==> config.mk <==
export PLATFORM = sky130hd
export DESIGN_NAME = ecp_scb_ctrl
export DESIGN_NICKNAME = d
export VERILOG_FILES = /design/src/rtl/ecp_scb_pkg.sv /design/src/rtl/ecp_port_pair.sv /design/src/rtl/ecp_ca_decode.sv /design/src/rtl/ecp_scb_ctrl.sv
export SDC_FILE = /design/constraint.sdc
export NUM_CORES = 1
export LEC_CHECK = 0
export BUFFER_PORTS_ARGS = -buffer_cell sky130_fd_sc_hd__buf_4
export CORE_UTILIZATION = 30
export CTS_CLUSTER_DIAMETER = 30
export DETAILED_ROUTE_END_ITERATION = 8
export GPL_TIMING_DRIVEN = 0
export PLACE_DENSITY = 0.45
export SYNTH_ARGS = -nofsm -noshare
export SYNTH_HDL_FRONTEND = slang
export SYNTH_HIERARCHICAL = 1
export SYNTH_SLANG_ARGS = --single-unit
==> constraint.sdc <==
create_clock -name clk -period 1.6 [get_ports clk]
set_input_delay 0.08 -clock clk [delete_from_list [all_inputs] [get_ports clk]]
set_output_delay 0.08 -clock clk [all_outputs]
set_load 0.1 [all_outputs]
==> src/rtl/ecp_scb_pkg.sv <==
package ecp_scb_pkg;
  // port operation selectors (low nibble of a paired access)
  localparam logic [3:0] OP_RESET    = 4'd0;
  localparam logic [3:0] OP_SELFTEST = 4'd1;
  localparam logic [3:0] OP_ALTSCP   = 4'd2;
  localparam logic [3:0] OP_DUMP     = 4'd3;
  localparam logic [3:0] OP_ATTN     = 4'd4;

  // event flag positions inside the 4-bit event vector (same order as bits 15:12)
  localparam int EV_CX  = 3;
  localparam int EV_FR  = 2;
  localparam int EV_CNA = 1;
  localparam int EV_RNR = 0;

  localparam logic [3:0] RU_IDLE  = 4'd0;
  localparam logic [3:0] RU_SUSP  = 4'd1;
  localparam logic [3:0] RU_READY = 4'd4;
  localparam logic [2:0] CU_IDLE  = 3'd0;

  function automatic logic [15:0] pack_status(input logic [3:0] ev,
                                              input logic [2:0] cu,
                                              input logic [3:0] ru);
    return {ev, 1'b0, cu, ru, 4'b1000};
  endfunction
endpackage

==> src/rtl/ecp_port_pair.sv <==
module ecp_port_pair #(
  parameter int HW   = 16,
  parameter int SELW = 4
) (
  input  logic            clk,
  input  logic            rst,
  input  logic            wr_vld,
  input  logic [HW-1:0]   wr_data,
  output logic            op_vld,
  output logic [SELW-1:0] op_code,
  output logic [2*HW-1:0] op_arg
);
  logic          phase_q;
  logic [HW-1:0] low_q;

  always_ff @(posedge clk) begin
    if (rst) begin
      phase_q <= 1'b0;
      low_q   <= '0;
      op_vld  <= 1'b0;
      op_code <= '0;
      op_arg  <= '0;
    end else begin
      op_vld <= 1'b0;
      if (wr_vld) begin
        if (!phase_q) begin
          low_q   <= wr_data;
          phase_q <= 1'b1;
        end else begin
          phase_q <= 1'b0;
          op_vld  <= 1'b1;
          op_code <= low_q[SELW-1:0];
          op_arg  <= {wr_data, low_q[HW-1:SELW], {SELW{1'b0}}};
        end
      end
    end
  end
endmodule

==> src/rtl/ecp_ca_decode.sv <==
module ecp_ca_decode
  import ecp_scb_pkg::*;
(
  input  logic [15:0] cmd,
  input  logic [3:0]  ev_in,
  input  logic [3:0]  ru_in,
  output logic [3:0]  ev_out,
  output logic [3:0]  ru_out,
  output logic        cu_start,
  output logic        irq_req,
  output logic        unknown
);
  always_comb begin
    ev_out   = ev_in & ~cmd[15:12];
    ru_out   = ru_in;
    cu_start = 1'b0;
    irq_req  = 1'b0;
    unknown  = 1'b0;
    case (cmd[10:8])
      3'd0, 3'd5, 3'd6: ;
      3'd1: begin
        cu_start = 1'b1;
        irq_req  = 1'b1;
      end
      3'd4: begin
        ev_out[EV_CNA] = 1'b1;
        irq_req        = 1'b1;
      end
      default: unknown = 1'b1;
    endcase
    case (cmd[6:4])
      3'd0: ;
      3'd1, 3'd2: ru_out = RU_READY;
      3'd3: begin
        ru_out         = RU_SUSP;
        ev_out[EV_RNR] = 1'b1;
        irq_req        = 1'b1;
      end
      3'd4: begin
        ru_out         = RU_IDLE;
        ev_out[EV_RNR] = 1'b1;
        irq_req        = 1'b1;
      end
      default: unknown = 1'b1;
    endcase
  end
endmodule

==> src/rtl/ecp_scb_ctrl.sv <==
module ecp_scb_ctrl
  import ecp_scb_pkg::*;
#(
  parameter int              HW      = 16,
  parameter int              SELW    = 4,
  parameter logic [2*HW-1:0] SCP_RST = 32'h00FF_FFF4
) (
  input  logic            clk,
  input  logic            rst,
  input  logic            hw_wr,
  input  logic [HW-1:0]   hw_wdata,
  input  logic            cmdw_wr,
  input  logic [15:0]     cmdw_wdata,
  input  logic            irq_clr,
  output logic [15:0]     cmdw,
  output logic [15:0]     status_word,
  output logic [2*HW-1:0] scp_addr,
  output logic            scp_pending,
  output logic            irq,
  output logic            cmd_list_start,
  output logic            cmd_err
);
  localparam int WW = 2 * HW;
  localparam logic [3:0] EV_INIT = 4'b1010;

  logic            op_vld;
  logic [SELW-1:0] op_code;
  logic [WW-1:0]   op_arg;
  logic [3:0]      ev_q, ru_q, dec_ev, dec_ru;
  logic            dec_start, dec_irq, dec_unk;
  logic            ca_fire;

  ecp_port_pair #(.HW(HW), .SELW(SELW)) u_pair (
    .clk(clk), .rst(rst), .wr_vld(hw_wr), .wr_data(hw_wdata),
    .op_vld(op_vld), .op_code(op_code), .op_arg(op_arg)
  );

  ecp_ca_decode u_dec (
    .cmd(cmdw), .ev_in(ev_q), .ru_in(ru_q),
    .ev_out(dec_ev), .ru_out(dec_ru),
    .cu_start(dec_start), .irq_req(dec_irq), .unknown(dec_unk)
  );

  assign ca_fire = op_vld && (op_code == SELW'(OP_ATTN));

  always_ff @(posedge clk) begin
    if (rst) begin
      scp_addr       <= SCP_RST;
      scp_pending    <= 1'b1;
      ev_q           <= '0;
      ru_q           <= RU_IDLE;
      status_word    <= '0;
      cmdw           <= '0;
      irq            <= 1'b0;
      cmd_list_start <= 1'b0;
      cmd_err        <= 1'b0;
    end else begin
      cmd_list_start <= 1'b0;
      if (cmdw_wr) cmdw <= cmdw_wdata;
      if (irq_clr) irq <= 1'b0;
      if (op_vld) begin
        if (op_code == SELW'(OP_RESET)) begin
          scp_addr    <= SCP_RST;
          scp_pending <= 1'b1;
          ev_q        <= '0;
          ru_q        <= RU_IDLE;
          status_word <= '0;
        end else if (op_code == SELW'(OP_ALTSCP)) begin
          scp_addr    <= op_arg;
          scp_pending <= |op_arg;
        end
      end
      if (ca_fire) begin
        cmdw <= '0;
        if (scp_pending) begin
          ev_q        <= EV_INIT;
          ru_q        <= RU_IDLE;
          scp_pending <= 1'b0;
          irq         <= 1'b1;
          status_word <= pack_status(EV_INIT, CU_IDLE, RU_IDLE);
        end else begin
          ev_q           <= dec_ev;
          ru_q           <= dec_ru;
          status_word    <= pack_status(dec_ev, CU_IDLE, dec_ru);
          cmd_list_start <= dec_start;
          if (dec_irq) irq <= 1'b1;
          if (dec_unk) cmd_err <= 1'b1;
        end
      end
    end
  end
endmodule

==> implementation parameters, run 1 <==
Parameter                              Value

Finish
  Fill cell instance count of the final layout    1,533
  Number of cells in the finished layout apart from fillers    810
  Sequential cell area    about 0.0022 sq mm
  Layout cells sized above 1    slightly below 30%
  # diodes    0
  Nets    654
  Area growth from synthesis to layout    36.5%
  Multi-input logic area    0.00235 sq mm
  Final core utilization    between 40% and 50%

STA
  Setup violation total in the final timing report    0
  Fraction of the cycle the final worst path needs    99.5%
  Final WS setup    ~8.8 ps
  Time the final worst path needs with I/O delays and setup    roughly 1600 ps
  Final Max Tran Viols    0
  Number of hold-slack violations in the final timing report    0
  RSZ-0062 raised after global routing    yes
  Fin Clk Skew    4.98 ps
  Max Clk Rate    628 MHz

Critical path
  Critical-path cell list    or4b_4 > buf_6 > buf_12 > nor3_2 > o21bai_1
  Kind of launch point of the worst setup path    flop
  Cell with the largest stage delay on the worst path    sky130_fd_sc_hd__or4b_4
  Worst EP arrival    roughly 1800 ps
  Maximum net fanout on the critical path    10
  Highest cell delay on the worst timing path    540 ps
  Endpoint type of the worst setup path    flop
  Register-to-Register Path Depth    5
  WS Path Type    reg2reg
  Data required, critical path    1840 ps

Detailed routing
  Count of TritonRoute iterations in the first routing pass    4
  DR WL/cell    roughly 15 microns
  ANT nets after route    0
  Number of DRC markers in iteration 0    around 110
  Total Routed Length    12,100 microns
  Post-detailed-route DRC marker count    0
  Vias/cell    4.62
  Total number of vias    3,742

Yosys
  Synth Instances    approximately 480
  Dominant cells by area after synthesis    sky130_fd_sc_hd__dfxtp_1 48%, sky130_fd_sc_hd__mux2i_1 14%, sky130_fd_sc_hd__nand2b_1 9.3%
  Number of distinct library cells after synthesis    41
  Fraction of synthesized cell area taken by the top area cell type    approximately half
  Syn_area_per_cell    roughly 9.6 sq um
  Share of synthesized area occupied by flip-flops and latches    48.0%
  Top cells by count, synth    111 x sky130_fd_sc_hd__dfxtp_1, 69 x sky130_fd_sc_hd__nand2b_1, 64 x sky130_fd_sc_hd__mux2i_1
  Netlist area before placement    0.00463 sq mm
  Synthesis warning total    6
  Library cell with the largest summed area after synthesis    sky130_fd_sc_hd__dfxtp_1
  Number of synthesized flops with an enable pin    0
  Predominant post-synthesis flop cell    sky130_fd_sc_hd__dfxtp_1
  Share of synthesized flip-flops with an asynchronous set or reset    0%
  Count of state elements after synthesis    111
  Most instantiated library cell after synthesis    sky130_fd_sc_hd__dfxtp_1

Flow run
  Number of max-capacitance violations reported    0

Place
  Number of instances in the placed design    ~780
  DP HPWL    9320 microns
  Dpl ws    -359 ps
  Final RePlAce weighted congestion    a little over 0.7
  Number of buffers inserted by port buffering    96

Worst hold path
  Class of the tightest hold or removal check    in2reg
  Number of stages on the worst hold path    3

Power
  Peak supply drop    0.497 mV
  P_leak    2.73 nW
  Pwr Density    937 mW/mm^2

Floorplan
  Die Y    126 microns
  Die Width    between 100 and 150 microns
  Effective utilization at floorplan    between 30 and 40%
  Die area    0.0159 sq mm
  Site row count    45
  I/O Pins    105
  Core box area    0.0151 sq mm

Clock tree
  Cell chosen for the clock root    sky130_fd_sc_hd__clkbuf_16
  Max Buffers Root-to-Sink    2
  TritonCTS Sinks    111
  CTS tree    built
  Post-CTS clock slew at the launch and capture registers of the worst setup and hold paths    about 70 ps
  Insertion delay of the later-clocked pin in the worst-skew pair    350 ps
  CTS buffer count    9
  H-tree levels    3

Global route
  Maximum number of pins on one net before global-route repair    18
  Wire length of the first global-routing pass    19,200 microns
  Initial antenna violation count    0
  Via count of the first global-routing pass    roughly 3,700
  Remaining global-route overflow    0
  Overall track demand over capacity in global routing    15.7%

Outcome
  Result of the run    finished clean
-- worst paths after layout --
check	startpoint	to	slack, ps
setup / recovery	u_pair/op_code[3]	scp_addr[9]	9
hold / removal	hw_wdata[2]	u_pair/op_arg[18]	20
setup reg to reg	u_pair/op_code[3]	scp_addr[9]	9
hold reg to reg	scp_addr[0]	scp_addr[0]	460
-- metrics by stage --
stage,hold WS [ps],power (mW),setup TNS (ps),cell area (sq um)
after global routing,17.8,6.17,-456,6320
final,21.7,5.92,0,6320
after detailed placement,324,3.73,-6080,5630
after floorplan,227,3.52,0,4670
after CTS,10.6,5.99,-193,6150
after global placement,319,3.72,-5920,5630
-- final cells by class --
cell class	count	share of cell area, %
Clock buffer	12	4.22
Multi-Input combinational cell	336	37.1
Sequential cell	111	35.5
Timing Repair Buffer	114	14.2
Clock inverter	4	0.455
Buffer	43	4.65
Tap cell	188	3.72
Inverter	2	0.119
-- cells in the final DEF, fill, tap and decap left out, drive strengths merged, types with 3 or more instances in the layout --
cell         instances
buf                122
nand2b              69
nor4b                3
mux2i               64
nor2                43
nand2               22
dlygate4sd3         17
clkbuf              30
dfxtp              111
conb                11
o21bai              21
o211ai               5
a21oi               22
nor4                 7
nor2b                6
nand3               19
nor3                21
-- power breakdown --
part	internal [mW]	switching, mW	total [mW]
Combinational	0.307	0.501	0.808
Clock	1.19	1.02	2.21
Sequential	2.84	0.0669	2.90
Total	4.33	1.59	5.92
-- repair_timing --
action                                 in CTS  in global routing
hold buffers                               17                  0
buffers inserted                            0                  1
pin swaps                                   0                  9
endpoints found under the hold margin      17                  0
gates cloned                                0                  0
setup endpoints to repair                  52                 53
gates resized for setup                    14                 39
-- registers in the layout, summed over array words and instances (netlist names) --
signal / flops
u_pair/low_q: 16
status_word: 3
u_pair/op_vld: 1
cmdw: 16
cmd_err: 1
u_pair/op_arg: 28
ev_q: 3
cmd_list_start: 1
u_pair/phase_q: 1
irq: 1
scp_pending: 1
ru_q: 3
u_pair/op_code: 4
scp_addr: 32
-- layer usage --
metal  vias to the layer above  track usage (%)  part of all wire, %
li1                       1897                -                    -
met1                      1762             19.6                   48
met2                        78             26.6                   47
met3                         5             4.25                  4.0
met4                         0             4.04                 0.85
met5                         -                0                    0
-- worst max-delay path, delay by kind of cell, from the launching register on --
kind | cells | cell delay, ps
flip-flops | 1 | 380
AO/OA/AOI/OAI | 1 | 80
AND/OR/NAND/NOR | 2 | 720
buffers and inverters | 2 | 300
-- cells by family (layout without fill, tap and decap cells) --
kind of cell | count (synthesis) | in the layout | synth area share (%)
compound gates | 57 | 57 | 8.00
xor+xnor | 1 | 1 | 0.189
buf+inv | 46 | 175 | 6.05
flops | 111 | 111 | 48.0
mux | 64 | 64 | 13.8
other cells | 2 | 11 | 0.162
simple gates | 203 | 203 | 23.8
Power figures use the tool's default switching activity.
==> inputs of run 2 (changes only) <==
--- a/config.mk
+++ b/config.mk
@@ -11,6 +11,7 @@
 export DETAILED_ROUTE_END_ITERATION = 8
 export GPL_TIMING_DRIVEN = 0
 export PLACE_DENSITY = 0.45
+export SETUP_SLACK_MARGIN = 0.5
 export SYNTH_ARGS = -nofsm -noshare
 export SYNTH_HDL_FRONTEND = slang
 export SYNTH_HIERARCHICAL = 1
==> implementation parameters, run 2 (synthesized netlist as in run 1, its figures left out) <==
Parameter                              Value

Finish
  Area growth from synthesis to layout    48.5%
  Top register by number of flip-flops    scp_addr
  Fill cell instance count of the final layout    1,471
  Largest register FFs    32
  Area of all placed cells without fillers    0.00688 sq mm
  Most frequent cells in the layout    83 x sky130_fd_sc_hd__dfxtp_1, 77 x sky130_fd_sc_hd__buf_4, 69 x sky130_fd_sc_hd__nand2b_1
  Largest registers    scp_addr x32, u_pair/op_arg x28
  # diodes    0
  Most frequent standard cell in the layout excluding fill and tap cells    sky130_fd_sc_hd__dfxtp_1
  Nets    approximately 670
  Layout cells sized above 1    approximately 37%

Floorplan
  Die area    0.0159 sq mm
  Effective utilization at floorplan    30.6%
  Die Width    126 microns
  Die Y    126 microns
  Site row count    45
  I/O Pins    105
  Core box area    0.0151 sq mm

Worst hold path
  Class of the tightest hold or removal check    in2reg

Clock tree
  TritonCTS Sinks    between 100 and 150
  Cell chosen for the clock root    sky130_fd_sc_hd__clkbuf_16
  Post-CTS clock slew at the launch and capture registers of the worst setup and hold paths    70 ps
  Insertion delay of the later-clocked pin in the worst-skew pair    350 ps
  CTS buffer count    9
  H-tree levels    3
  CTS tree    built
  Max Buffers Root-to-Sink    2

STA
  Setup violation total in the final timing report    0
  Fin Clk Skew    6.57 ps
  Final Max Tran Viols    0
  RSZ-0062 raised after global routing    yes
  Tightest Pin Transition    624 ps
  Number of hold-slack violations in the final timing report    0
  Max Clk Rate    ~650 MHz
  Fraction of the cycle the final worst path needs    96.6%
  Headroom to the max-slew limit    58.4%
  Final WS setup    about 55 ps
  Time the final worst path needs with I/O delays and setup    1550 ps

Place
  Dpl ws    -322 ps
  Post-DP Area    about 0.0058 sq mm
  Final RePlAce weighted congestion    0.778
  Number of buffers inserted by port buffering    96
  DP HPWL    9380 microns

Critical path
  Data required, critical path    about 1900 ps
  WS Path Type    reg2reg
  Flop2flop setup slack    50 ps
  Worst EP arrival    1790 ps
  Endpoint type of the worst setup path    flop
  Kind of launch point of the worst setup path    flop
  Maximum net fanout on the critical path    10

Flow run
  Number of max-capacitance violations reported    0

Global route
  Via count of the first global-routing pass    3,727
  Overall track demand over capacity in global routing    16.9%
  Maximum number of pins on one net before global-route repair    18
  Wire length of the first global-routing pass    20,500 microns
  Initial antenna violation count    0
  Remaining global-route overflow    0

Power
  P_leak    between 2 and 3 nW
  Pwr Density    876 mW/mm^2
  Peak supply drop    0.468 mV

Detailed routing
  Vias/cell    ~4.6
  Post-detailed-route DRC marker count    0
  Total number of vias    3,806
  Number of DRC markers in iteration 0    158
  DR WL/cell    about 16 microns
  Total Routed Length    13,000 microns
  Count of TritonRoute iterations in the first routing pass    4
  ANT nets after route    0

Outcome
  Result of the run    finished clean
run 2: report_power, final:
group | total (mW) | internal [mW] | leakage, nW | switching, mW
sequential | 2.90 | 2.83 | 0.918 | 0.0709
combinational | 0.890 | 0.359 | 1.85 | 0.531
clock | 2.23 | 1.21 | 0.143 | 1.03
run 2: cell type report:
class,count,area [sq um],area share [%]
Sequential cell,111,2290,33.3
Tap cell,188,235,3.42
Buffer,44,355,5.17
Inverter,2,7.51,0.109
Clock buffer,11,233,3.38
Clock inverter,5,50.0,0.728
Timing Repair Buffer,128,1230,17.9
Multi-Input combinational cell,336,2470,35.9
run 2: timing repair:
action | in CTS | in global routing
hold buffers | 17 | 0
resized for setup | 60 | 59
pin swaps | 36 | 16
setup endpoints to repair | 72 | 103
cloned | 2 | 0
setup buffers | 10 | 3
endpoints found under the hold margin | 17 | 0
run 2: final timing paths:
check	end	depth (start not counted)	startpoint
setup / recovery	scp_addr[9]	5	u_pair/op_code[0]
hold / removal	u_pair/op_arg[16]	3	hw_wdata[0]
setup reg to reg	scp_addr[9]	5	u_pair/op_code[0]
hold reg to reg	scp_addr[3]	2	scp_addr[3]
run 2: per-layer routing:
layer	wire length, microns	vias up	track usage [%]
li1	-	1925	-
met1	6170	1786	21.6
met2	6130	82	27.9
met3	535	13	3.99
met4	189	0	5.60
met5	0	-	0
run 2: metrics by stage:
| stage | total power, mW | setup TNS, ps | hold WS (ps) | cells | utilization, % |
|---|---|---|---|---|---|
| after CTS | 6.05 | 0 | 10.8 | 822 | 43.8 |
| after floorplan | 3.52 | 0 | 226 | 493 | - |
| after global placement | 3.73 | -3280 | 311 | 777 | 38.2 |
| after global routing | 6.27 | 0 | 27.9 | 825 | 45.4 |
| final | 6.02 | 0 | 15.4 | 825 | 45.4 |
| after detailed placement | 3.73 | -3880 | 319 | 777 | 38.2 |
run 2: worst max-delay path: stages (launching register included):
cell and delay, ps:
sky130_fd_sc_hd__dfxtp_4 370, sky130_fd_sc_hd__or4b_4 530, sky130_fd_sc_hd__buf_6 150, sky130_fd_sc_hd__buf_12 150, sky130_fd_sc_hd__nor3_4 160, sky130_fd_sc_hd__o21bai_1 70
==> inputs of run 3 (changes only) <==
==> constraint.sdc (replaced) <==
create_clock -name clk -period 1.53 [get_ports clk]
set_input_delay 0 -clock clk [delete_from_list [all_inputs] [get_ports clk]]
set_output_delay 0 -clock clk [all_outputs]
set_load 0.1 [all_outputs]
==> implementation parameters, run 3 (synthesized netlist as in run 1, its figures left out) <==
Parameter                              Value

Worst hold path
  Class of the tightest hold or removal check    in2reg
  Endpoint of the worst hold path    cmdw[0]
  HP Start    cmdw_wr
  Number of stages on the worst hold path    3

Finish
  Top register by number of flip-flops    scp_addr
  Most frequent cells in the layout    88 x sky130_fd_sc_hd__buf_4, 83 x sky130_fd_sc_hd__dfxtp_1, 69 x sky130_fd_sc_hd__nand2b_1
  Layout cells sized above 1    38.5%
  Largest register FFs    32
  Area growth from synthesis to layout    56.8%
  Area of all placed cells without fillers    0.00726 sq mm
  # diodes    0
  Most frequent standard cell in the layout excluding fill and tap cells    sky130_fd_sc_hd__buf_4
  Largest registers    scp_addr x32, u_pair/op_arg x28
  Fill cell instance count of the final layout    1,449
  Nets    about 690

STA
  Headroom to the max-slew limit    56.0%
  Final Max Tran Viols    0
  Final WS setup    -50.8 ps
  Fraction of the cycle the final worst path needs    103%
  Tightest Pin Transition    659 ps
  Max Clk Rate    633 MHz
  Time the final worst path needs with I/O delays and setup    1580 ps
  RSZ-0062 raised after global routing    yes
  Fin Clk Skew    roughly 11 ps
  Worst Hold Slack    148 ps
  Setup violation total in the final timing report    21
  Number of hold-slack violations in the final timing report    0

Critical path
  Cell with the largest stage delay on the worst path    sky130_fd_sc_hd__or4b_4
  Maximum net fanout on the critical path    8
  Kind of launch point of the worst setup path    flop
  Endpoint type of the worst setup path    flop
  WS Path Type    reg2reg
  Worst EP arrival    1800 ps
  Critical-path cell list    or4b_4 > buf_8 > buf_12 > clkbuf_16 > nand2_4 > a21oi_2
  Critical R2R Launch    u_pair/op_code[2]
  Highest cell delay on the worst timing path    510 ps
  Register-to-Register Path Depth    6
  Data required, critical path    1750 ps
  Flop2flop setup slack    -50 ps
  End of the worst register-to-register path    scp_addr[30]

Flow run
  Number of max-capacitance violations reported    0

Power
  Pwr Density    903 mW/mm^2
  Reported net switching power    1.71 mW
  Combinational share of power    15.3%
  P_leak    3.07 nW
  Power Internal    4.85 mW
  Peak supply drop    0.543 mV
  Part of the total power dissipated in sequential elements    roughly 46%
  Share of total power in the clock network    38.5%
  Net switching fraction of the power    26.1%

Clock tree
  Insertion delay of the later-clocked pin in the worst-skew pair    360 ps
  Max Buffers Root-to-Sink    2
  CTS tree    built
  TritonCTS Sinks    111
  Post-CTS clock slew at the launch and capture registers of the worst setup and hold paths    70 ps
  CTS buffer count    9
  H-tree levels    3
  Cell chosen for the clock root    sky130_fd_sc_hd__clkbuf_16

Detailed routing
  Total number of vias    between 3,000 and 4,000
  Total Routed Length    13,200 microns
  Number of DRC markers in iteration 0    154
  Count of TritonRoute iterations in the first routing pass    4
  ANT nets after route    0
  Post-detailed-route DRC marker count    0
  Vias/cell    4.63
  DR WL/cell    between 15 and 20 microns

Floorplan
  Die Width    126 microns
  Die Y    ~130 microns
  Site row count    45
  I/O Pins    roughly 110
  Die area    between 0.015 and 0.02 sq mm
  Effective utilization at floorplan    30.6%
  Core box area    0.0151 sq mm

Place
  Final RePlAce weighted congestion    0.764
  Post-DP Area    0.00579 sq mm
  DP HPWL    roughly 9300 microns
  Number of buffers inserted by port buffering    96

Global route
  Overall track demand over capacity in global routing    approximately 17%
  Wire length of the first global-routing pass    20,900 microns
  Initial antenna violation count    0
  Remaining global-route overflow    0
  Maximum number of pins on one net before global-route repair    17
  Via count of the first global-routing pass    3,924

Outcome
  Result of the run    finished, violations left
  Failing checks    setup timing
[run 3: what timing repair did]
action | CTS | global route
cloned | 4 | 1
endpoints found under the hold margin | 50 | 0
setup buffers | 11 | 7
pin swaps | 34 | 19
hold buffers | 34 | 0
endpoints found under the setup margin | 105 | 111
gates resized for setup | 66 | 73
[run 3: cell type report]
class	count	area (sq um)	share of cell area [%]
Timing Repair Buffer	153	1500	20.7
Buffer	44	363	5.00
Sequential cell	111	2290	31.5
Inverter	2	7.51	0.103
Clock inverter	2	35.0	0.483
Multi-Input combinational cell	336	2540	35.0
Clock buffer	14	285	3.93
Tap cell	188	235	3.24
[run 3: worst max path at each step]
stage / depth (start not counted) / startpoint / slack, ps / to
CTS: 6 / u_pair/op_code[0] / -60 / scp_addr[27]
floorplan: 5 / u_pair/op_code[3] / 90 / scp_addr[16]
global route: 6 / u_pair/op_code[3] / -100 / scp_addr[30]
global placement: 6 / u_pair/op_code[1] / -300 / cmdw[15]
finish: 6 / u_pair/op_code[2] / -50 / scp_addr[30]
detailed placement: 6 / u_pair/op_code[1] / -350 / cmdw[10]
[run 3: stage by stage]
step	instances	util (%)	setup slack, ps	TNS, ps	power (mW)
global placement	777	38.2	-300	-6020	3.90
floorplan	493	-	88.2	0	3.68
detailed placement	777	38.2	-350	-7210	3.90
finish	850	47.9	-50.8	-492	6.56
CTS	842	45.6	-60.4	-1170	6.58
global route	850	47.9	-98.5	-2600	6.81
[run 3: power groups by stage]
stage                     Combinational, mW  Clock (mW)  Sequential, mW
after global routing                   1.06        2.70            3.04
after floorplan                       0.416           0            3.27
after CTS                             0.944        2.60            3.03
after global placement                0.803           0            3.10
final                                  1.00        2.52            3.03
after detailed placement              0.806           0            3.10
[run 3: per-layer routing]
| layer | up-vias | GRT usage (%) | routed length [microns] |
|---|---|---|---|
| met1 | 1860 | 21.9 | 6170 |
| met5 | - | 0 | 0 |
| met4 | 0 | 4.68 | 179 |
| li1 | 1984 | - | - |
| met3 | 10 | 4.55 | 529 |
| met2 | 84 | 28.2 | 6290 |
[run 3: critical path, delay by kind of cell, from the launching register on]
family / cells / cell delay, ps
and+or+nand+nor: 2 / 560
buffers and inverters: 3 / 450
DFF: 1 / 390
AOI/OAI and AO/OA: 1 / 40
